--- config.mk ---
export PLATFORM = sky130hd
export DESIGN_NAME = adc_capture_seq
export DESIGN_NICKNAME = d
export VERILOG_FILES = /design/src/rtl/adc_cap_pkg.sv /design/src/rtl/adc_clk_seq.sv /design/src/rtl/sample_packer.sv /design/src/rtl/out_stage.sv /design/src/rtl/adc_capture_seq.sv
export SDC_FILE = /design/constraint.sdc
export NUM_CORES = 1
export LEC_CHECK = 0
export ABC_AREA = 1
export ABC_CLOCK_PERIOD_IN_PS = 1920
export BUFFER_PORTS_ARGS = -buffer_cell sky130_fd_sc_hd__clkbuf_2
export CAP_MARGIN = 20
export CORE_AREA = 2 2 69 71
export CTS_BUF_LIST = sky130_fd_sc_hd__clkbuf_16
export DETAILED_ROUTE_END_ITERATION = 8
export DIE_AREA = 0 0 71 73
export PLACE_DENSITY = 0.78
export SLEW_MARGIN = 20
export SYNTH_ARGS = -nofsm -noshare
export SYNTH_HDL_FRONTEND = slang
export SYNTH_SLANG_ARGS = --single-unit
--- constraint.sdc ---
create_clock -name clk -period 1.92 [get_ports clk]
set_clock_uncertainty 0.2 [all_clocks]
set_input_delay 0.288 -clock clk [delete_from_list [all_inputs] [get_ports clk]]
set_output_delay 0.288 -clock clk [all_outputs]
set_load 0.05 [all_outputs]
--- src/rtl/adc_cap_pkg.sv ---
// Package adc_cap_pkg
// Shared types for the capture sequencer: the sequencing phase of the
// converter clock. Assumes nothing beyond a 2-bit state encoding.
package adc_cap_pkg;
    typedef enum logic [1:0] {
        SEQ_IDLE = 2'd0,
        SEQ_HIGH = 2'd1,
        SEQ_LOW  = 2'd2
    } seq_state_t;
endpackage

--- src/rtl/adc_clk_seq.sv ---
// Module adc_clk_seq
// Steps the converter clock through high and low phases, one sample per
// pair. Captures are requested in the high phase. A finished word is pushed
// in the low phase, and the low phase is held while the output cannot take
// it. Assumes word_full rises only from a capture in the high phase.
module adc_clk_seq
    import adc_cap_pkg::*;
(
    input  logic clk,
    input  logic rst_n,
    input  logic enable,
    input  logic word_full,
    input  logic slot_free,
    output logic adc_clk,
    output logic capture_en,
    output logic push,
    output logic discard,
    output logic overflow
);
    seq_state_t state_q, state_d;
    logic       blocked;

    // Decode the current phase into strobes for the packer and output stage.
    always_comb begin
        blocked    = (state_q == SEQ_LOW) && word_full && !slot_free;
        adc_clk    = (state_q == SEQ_HIGH);
        capture_en = (state_q == SEQ_HIGH);
        push       = (state_q == SEQ_LOW) && word_full && slot_free;
        discard    = (state_q == SEQ_LOW) && !blocked && !enable;
    end

    // Next phase: high always falls to low; low repeats, stalls or stops.
    always_comb begin
        state_d = state_q;
        case (state_q)
            SEQ_IDLE: state_d = enable ? SEQ_HIGH : SEQ_IDLE;
            SEQ_HIGH: state_d = SEQ_LOW;
            SEQ_LOW: begin
                if (blocked)     state_d = SEQ_LOW;
                else if (enable) state_d = SEQ_HIGH;
                else             state_d = SEQ_IDLE;
            end
            default:  state_d = SEQ_IDLE;
        endcase
    end

    // Phase register.
    always_ff @(posedge clk) begin
        if (!rst_n) state_q <= SEQ_IDLE;
        else        state_q <= state_d;
    end

    // Sticky overflow: set on any blocked low phase, cleared only by reset.
    always_ff @(posedge clk) begin
        if (!rst_n)       overflow <= 1'b0;
        else if (blocked) overflow <= 1'b1;
    end

    // a high phase always gives way to a low phase.
    a_r3_high_then_low: assert property (@(posedge clk) disable iff (!rst_n)
        adc_clk |=> !adc_clk);

    // a blocked low phase keeps the clock low in the next cycle.
    a_r7_stall_keeps_low: assert property (@(posedge clk) disable iff (!rst_n)
        blocked |=> !adc_clk);

    // with enable low and nothing blocked, the clock stays low.
    a_r9_stop_at_boundary: assert property (@(posedge clk) disable iff (!rst_n)
        (!adc_clk && !enable && !blocked) |=> !adc_clk);
endmodule

--- src/rtl/sample_packer.sv ---
// Module sample_packer
// Shifts each captured bus value in from the bottom, so older samples move
// toward the top. After SAMPLES captures it flags a full word. Assumes
// capture and push never coincide and that discard comes only in a low phase.
module sample_packer #(
    parameter int SAMPLE_W = 10,
    parameter int SAMPLES  = 3
) (
    input  logic                         clk,
    input  logic                         rst_n,
    input  logic                         capture_en,
    input  logic                         push,
    input  logic                         discard,
    input  logic [SAMPLE_W-1:0]          sample_in,
    output logic [SAMPLE_W*SAMPLES-1:0]  word,
    output logic                         word_full
);
    localparam int ACC_W = SAMPLE_W * SAMPLES;
    localparam int CNT_W = (SAMPLES > 1) ? $clog2(SAMPLES) : 1;
    localparam logic [CNT_W-1:0] LAST = CNT_W'(SAMPLES - 1);

    logic [ACC_W-1:0] acc_q;
    logic [CNT_W-1:0] cnt_q;

    // Shift register: new sample enters the low field.
    generate
        if (SAMPLES > 1) begin : g_multi
            always_ff @(posedge clk) begin
                if (!rst_n)          acc_q <= '0;
                else if (capture_en) acc_q <= {acc_q[ACC_W-SAMPLE_W-1:0], sample_in};
            end
        end else begin : g_single
            always_ff @(posedge clk) begin
                if (!rst_n)          acc_q <= '0;
                else if (capture_en) acc_q <= sample_in;
            end
        end
    endgenerate

    // Sample counter and full flag; a discard restarts the word.
    always_ff @(posedge clk) begin
        if (!rst_n) begin
            cnt_q     <= '0;
            word_full <= 1'b0;
        end else if (capture_en) begin
            if (cnt_q == LAST) begin
                cnt_q     <= '0;
                word_full <= 1'b1;
            end else begin
                cnt_q <= cnt_q + 1'b1;
            end
        end else begin
            if (push)    word_full <= 1'b0;
            if (discard) cnt_q     <= '0;
        end
    end

    assign word = acc_q;

    // a waiting full word is never shifted over by a new capture.
    a_r7_no_overwrite: assert property (@(posedge clk) disable iff (!rst_n)
        word_full |-> !capture_en);

    // the counter stays within one word.
    a_r5_count_range: assert property (@(posedge clk) disable iff (!rst_n)
        cnt_q <= LAST);

    // after a discard, the next word starts from an empty count.
    a_r9_discard_clears: assert property (@(posedge clk) disable iff (!rst_n)
        discard |=> (cnt_q == '0));
endmodule

--- src/rtl/out_stage.sv ---
// Module out_stage
// One-entry valid/ready output register. A push loads the packed word,
// zero-extended to the stream width. Assumes push only when slot_free is high.
module out_stage #(
    parameter int ACC_W  = 30,
    parameter int WORD_W = 32
) (
    input  logic              clk,
    input  logic              rst_n,
    input  logic              push,
    input  logic [ACC_W-1:0]  word,
    input  logic              out_ready,
    output logic              out_valid,
    output logic [WORD_W-1:0] out_data,
    output logic              slot_free
);
    // The slot is usable if empty or being emptied this cycle.
    assign slot_free = !out_valid || out_ready;

    // Output register with handshake.
    always_ff @(posedge clk) begin
        if (!rst_n) begin
            out_valid <= 1'b0;
            out_data  <= '0;
        end else if (push) begin
            out_valid <= 1'b1;
            out_data  <= WORD_W'(word);
        end else if (out_ready) begin
            out_valid <= 1'b0;
        end
    end

    // an unaccepted word stays offered and unchanged.
    a_r6_hold_word: assert property (@(posedge clk) disable iff (!rst_n)
        (out_valid && !out_ready) |=> (out_valid && $stable(out_data)));

    generate
        if (WORD_W > ACC_W) begin : g_pad
            // padding bits above the packed samples read zero.
            a_r5_pad_zero: assert property (@(posedge clk) disable iff (!rst_n)
                out_valid |-> (out_data[WORD_W-1:ACC_W] == '0));
        end
    endgenerate
endmodule

--- src/rtl/adc_capture_seq.sv ---
// Module adc_capture_seq (top)
// Drives the conversion clock of a parallel ADC, captures its bus once per
// clock pair, packs SAMPLES values per word and offers the words on a
// valid/ready stream. Assumes the converter output is valid during the high
// phase and that all inputs are synchronous to clk.
module adc_capture_seq #(
    parameter int SAMPLE_W = 10,
    parameter int SAMPLES  = 3,
    parameter int WORD_W   = 32
) (
    input  logic                clk,
    input  logic                rst_n,
    input  logic                enable,
    input  logic [SAMPLE_W-1:0] adc_data,
    input  logic                out_ready,
    output logic                adc_clk,
    output logic [WORD_W-1:0]   out_data,
    output logic                out_valid,
    output logic                overflow
);
    localparam int ACC_W = SAMPLE_W * SAMPLES;

    logic             capture_en;
    logic             push;
    logic             discard;
    logic             word_full;
    logic             slot_free;
    logic [ACC_W-1:0] word;

    adc_clk_seq u_seq (
        .clk        (clk),
        .rst_n      (rst_n),
        .enable     (enable),
        .word_full  (word_full),
        .slot_free  (slot_free),
        .adc_clk    (adc_clk),
        .capture_en (capture_en),
        .push       (push),
        .discard    (discard),
        .overflow   (overflow)
    );

    sample_packer #(
        .SAMPLE_W (SAMPLE_W),
        .SAMPLES  (SAMPLES)
    ) u_pack (
        .clk        (clk),
        .rst_n      (rst_n),
        .capture_en (capture_en),
        .push       (push),
        .discard    (discard),
        .sample_in  (adc_data),
        .word       (word),
        .word_full  (word_full)
    );

    out_stage #(
        .ACC_W  (ACC_W),
        .WORD_W (WORD_W)
    ) u_out (
        .clk       (clk),
        .rst_n     (rst_n),
        .push      (push),
        .word      (word),
        .out_ready (out_ready),
        .out_valid (out_valid),
        .out_data  (out_data),
        .slot_free (slot_free)
    );

    // once set, the overflow flag stays set.
    a_r8_overflow_sticky: assert property (@(posedge clk) disable iff (!rst_n)
        overflow |=> overflow);

    // the flag rises only while an earlier word is being held back.
    a_r8_overflow_cause: assert property (@(posedge clk) disable iff (!rst_n)
        $rose(overflow) |-> $past(out_valid && !out_ready));

    // a full word waiting behind an unaccepted one keeps the clock low.
    a_r7_clock_low_on_stall: assert property (@(posedge clk) disable iff (!rst_n)
        (word_full && out_valid && !out_ready) |-> !adc_clk);
endmodule

==> metrics.txt <==
Sw Share 0.2167; Tot Pwr 0.002981 W; Post-CTS Hold Fix Bufs 1; Final Hold Viols 1; synthesized netlist cell count 301; layout cells sized above 1 0.1937; max cap viols 0; post_cts resized 0; setup violators final 0; post-place setup slack 419.4 ps; Leakage Power 1.465 nW; Synth cell types 15; die width 71 um; iteration count of the initial detailed-routing pass 4; Layout area overhead 22.91%; CP max FO 33; synthesized area 2349 um2; Critical Path RT about 1400 ps; CP Data Arrival Time 1270 ps; WL/cell 11.93 um; TNS Setup 0 ps; maximum vdd drop approximately 680 uV; post-CTS setup buffers 0; Vias 2,028; CORE AREA 4536 um2; DRT iter0 DRCs 96; Final WS setup 161.4 ps; combinational power share 0.050; failing checks hold timing; Worst Path Buf+Inv 3; global-route wire length before repair 8.086 mm; Top delay family on crit path buffers and inverters; grt total ovfl 0; worst-path cell chain inv_2 -> nor2_2 -> buf_4 -> buf_12; crit-path max cell delay 320 ps; critical path class reg2out; #FFs+latches synth 67; CTS tree done; Seq pwr share 0.493; sequential area share after synthesis 0.5711; dominant cells by area after synthesis dfxtp_1 (57%), nor2_1 (20%), o21ai_0 (13%), buf_2 (1.7%), buf_4 (1.6%); H-tree depth reported by CTS 3; Final Critical Period 1759 ps; P_int 0.002335 W; row cnt 25; Port Buffers 46; RD Place Congestion 0.7961; initial core utilization 0.5178; min-delay worst type in2reg; Net Switching 0.0006459 W; CP endpoint kind primary output; fin crit share 0.9159; post-DR vias/cell 5.007; Final Max Slew Viols 0; Crit-path slowest cell dfxtp_1; RSZ-0062 raised after global routing false; DR DRC count 0; largest net degree at the start of global routing 45; final net count 360; crit path launch type flop; Finished Core Util 0.6364; I/O pins 49; Clk pwr share 0.457; fillcell total between 300 and 400; PwrDens 1033 nW/um2; ant diodes 0; GRT Util Overall 0.2001; TritonCTS Buffers 9; FMAX 0.5686 GHz; final wirelength 4.832 mm; HPWL after detailed placement 3.073 mm; vias in the first global route 1,833; Yosys top cell area share 0.5711; Root Driver clkbuf_16; clock sinks 67; clock-pin slew on the worst setup and hold paths 50 ps; initial antenna violation count 0; average cell area after synthesis ~7.8 um2; top cell type by total area after synthesis dfxtp_1; Hold Slack -0.1559 ps; worst-skew pair later-pin latency 320 ps; Die Ht 73 um; outcome finished with violations; Synth warnings 0; CTS Buffer Depth 2; remaining antenna violation count after routing 0; total die area roughly 5200 um2
## power by group through the flow
stage	combinational, W	clock, W	sequential (W)
after floorplan	0.000104	0	0.00149
after global placement	0.000143	0	0.00150
after detailed placement	0.000146	0	0.00150
after CTS	0.000150	0.00138	0.00147
after global routing	0.000169	0.00144	0.00147
final	0.000149	0.00136	0.00147
## cells in the final DEF (no fill, tap or decap), drive strengths merged
cell type,n
clkinv,4
dlygate4sd3,1
buf,8
a21oi,4
o21bai,1
inv,10
clkbuf,54
o21ai,62
nand3,3
nand2,6
nor2,129
dfxtp,67
conb,2
## kinds of logic after synthesis
kind of cell	after synthesis	synth area share
AO/OA/AOI/OAI	67	0.1438
buffers and inverters	28	0.05701
flip-flops	67	0.5711
other	1	0.001597
AND/OR/NAND/NOR	138	0.2264
## worst reg2reg max path: stages (launching register included)
cell and delay, ps:
dfxtp_1 380, nor2_2 60, inv_1 290, buf_4 260, nand2_1 90, a21oi_1 130
## routing by layer
layer | vias to the layer above | part of all wire | GRT usage
met5 | - | 0 | 0
met4 | 0 | 0.012 | 0.1006
met3 | 6 | 0.049 | 0.04144
met2 | 52 | 0.47 | 0.3292
met1 | 917 | 0.47 | 0.2507
li1 | 1053 | - | -
## through the flow
step	hold WS [ps]	instances	instance area, um2
6_report	-0.1559	405	2887
3_5_place_dp	221.6	388	2623
4_1_cts	0.4931	405	2887
2_1_floorplan	206.9	302	2352
3_3_place_gp	216.2	388	2623
5_1_grt	20.05	405	2887
## state kept, by name, summed over array words and instances (netlist names)
name	flops
u_out.out_data	30
u_seq.state_q	2
u_pack.word	30
u_pack.word_full	1
u_seq.overflow	1
u_pack.cnt_q	2
u_out.out_valid	1
## worst paths after layout
kind	from	cells after the start	slack, ps	end
setup / recovery	u_seq.state_q[0]	4	160	adc_clk
hold / removal	adc_data[6]	3	-0.2	u_pack.word[6]
setup reg to reg	u_seq.state_q[1]	5	440	u_pack.cnt_q[0]
hold reg to reg	u_pack.cnt_q[0]	1	230	u_pack.cnt_q[0]
## cell usage after synthesis, drive strengths merged
cell	instances
nor2	129
nand2	6
o21bai	1
dfxtp	67
inv	7
clkbuf	8
buf	13
conb	1
o21ai	62
nand3	3
a21oi	4
## layout make-up
cell class / instances / area [um2] / share of cell area
Timing Repair Buffer: 54 / 320.3 / 0.1110
Tap cell: 54 / 67.56 / 0.02341
Clock inverter: 7 / 28.78 / 0.009970
Inverter: 7 / 26.28 / 0.009103
Clock buffer: 9 / 225.2 / 0.07802
Multi-Input combinational cell: 207 / 877.1 / 0.3039
Sequential cell: 67 / 1341 / 0.4647
No activity file was read; power rests on OpenSTA's default activity.
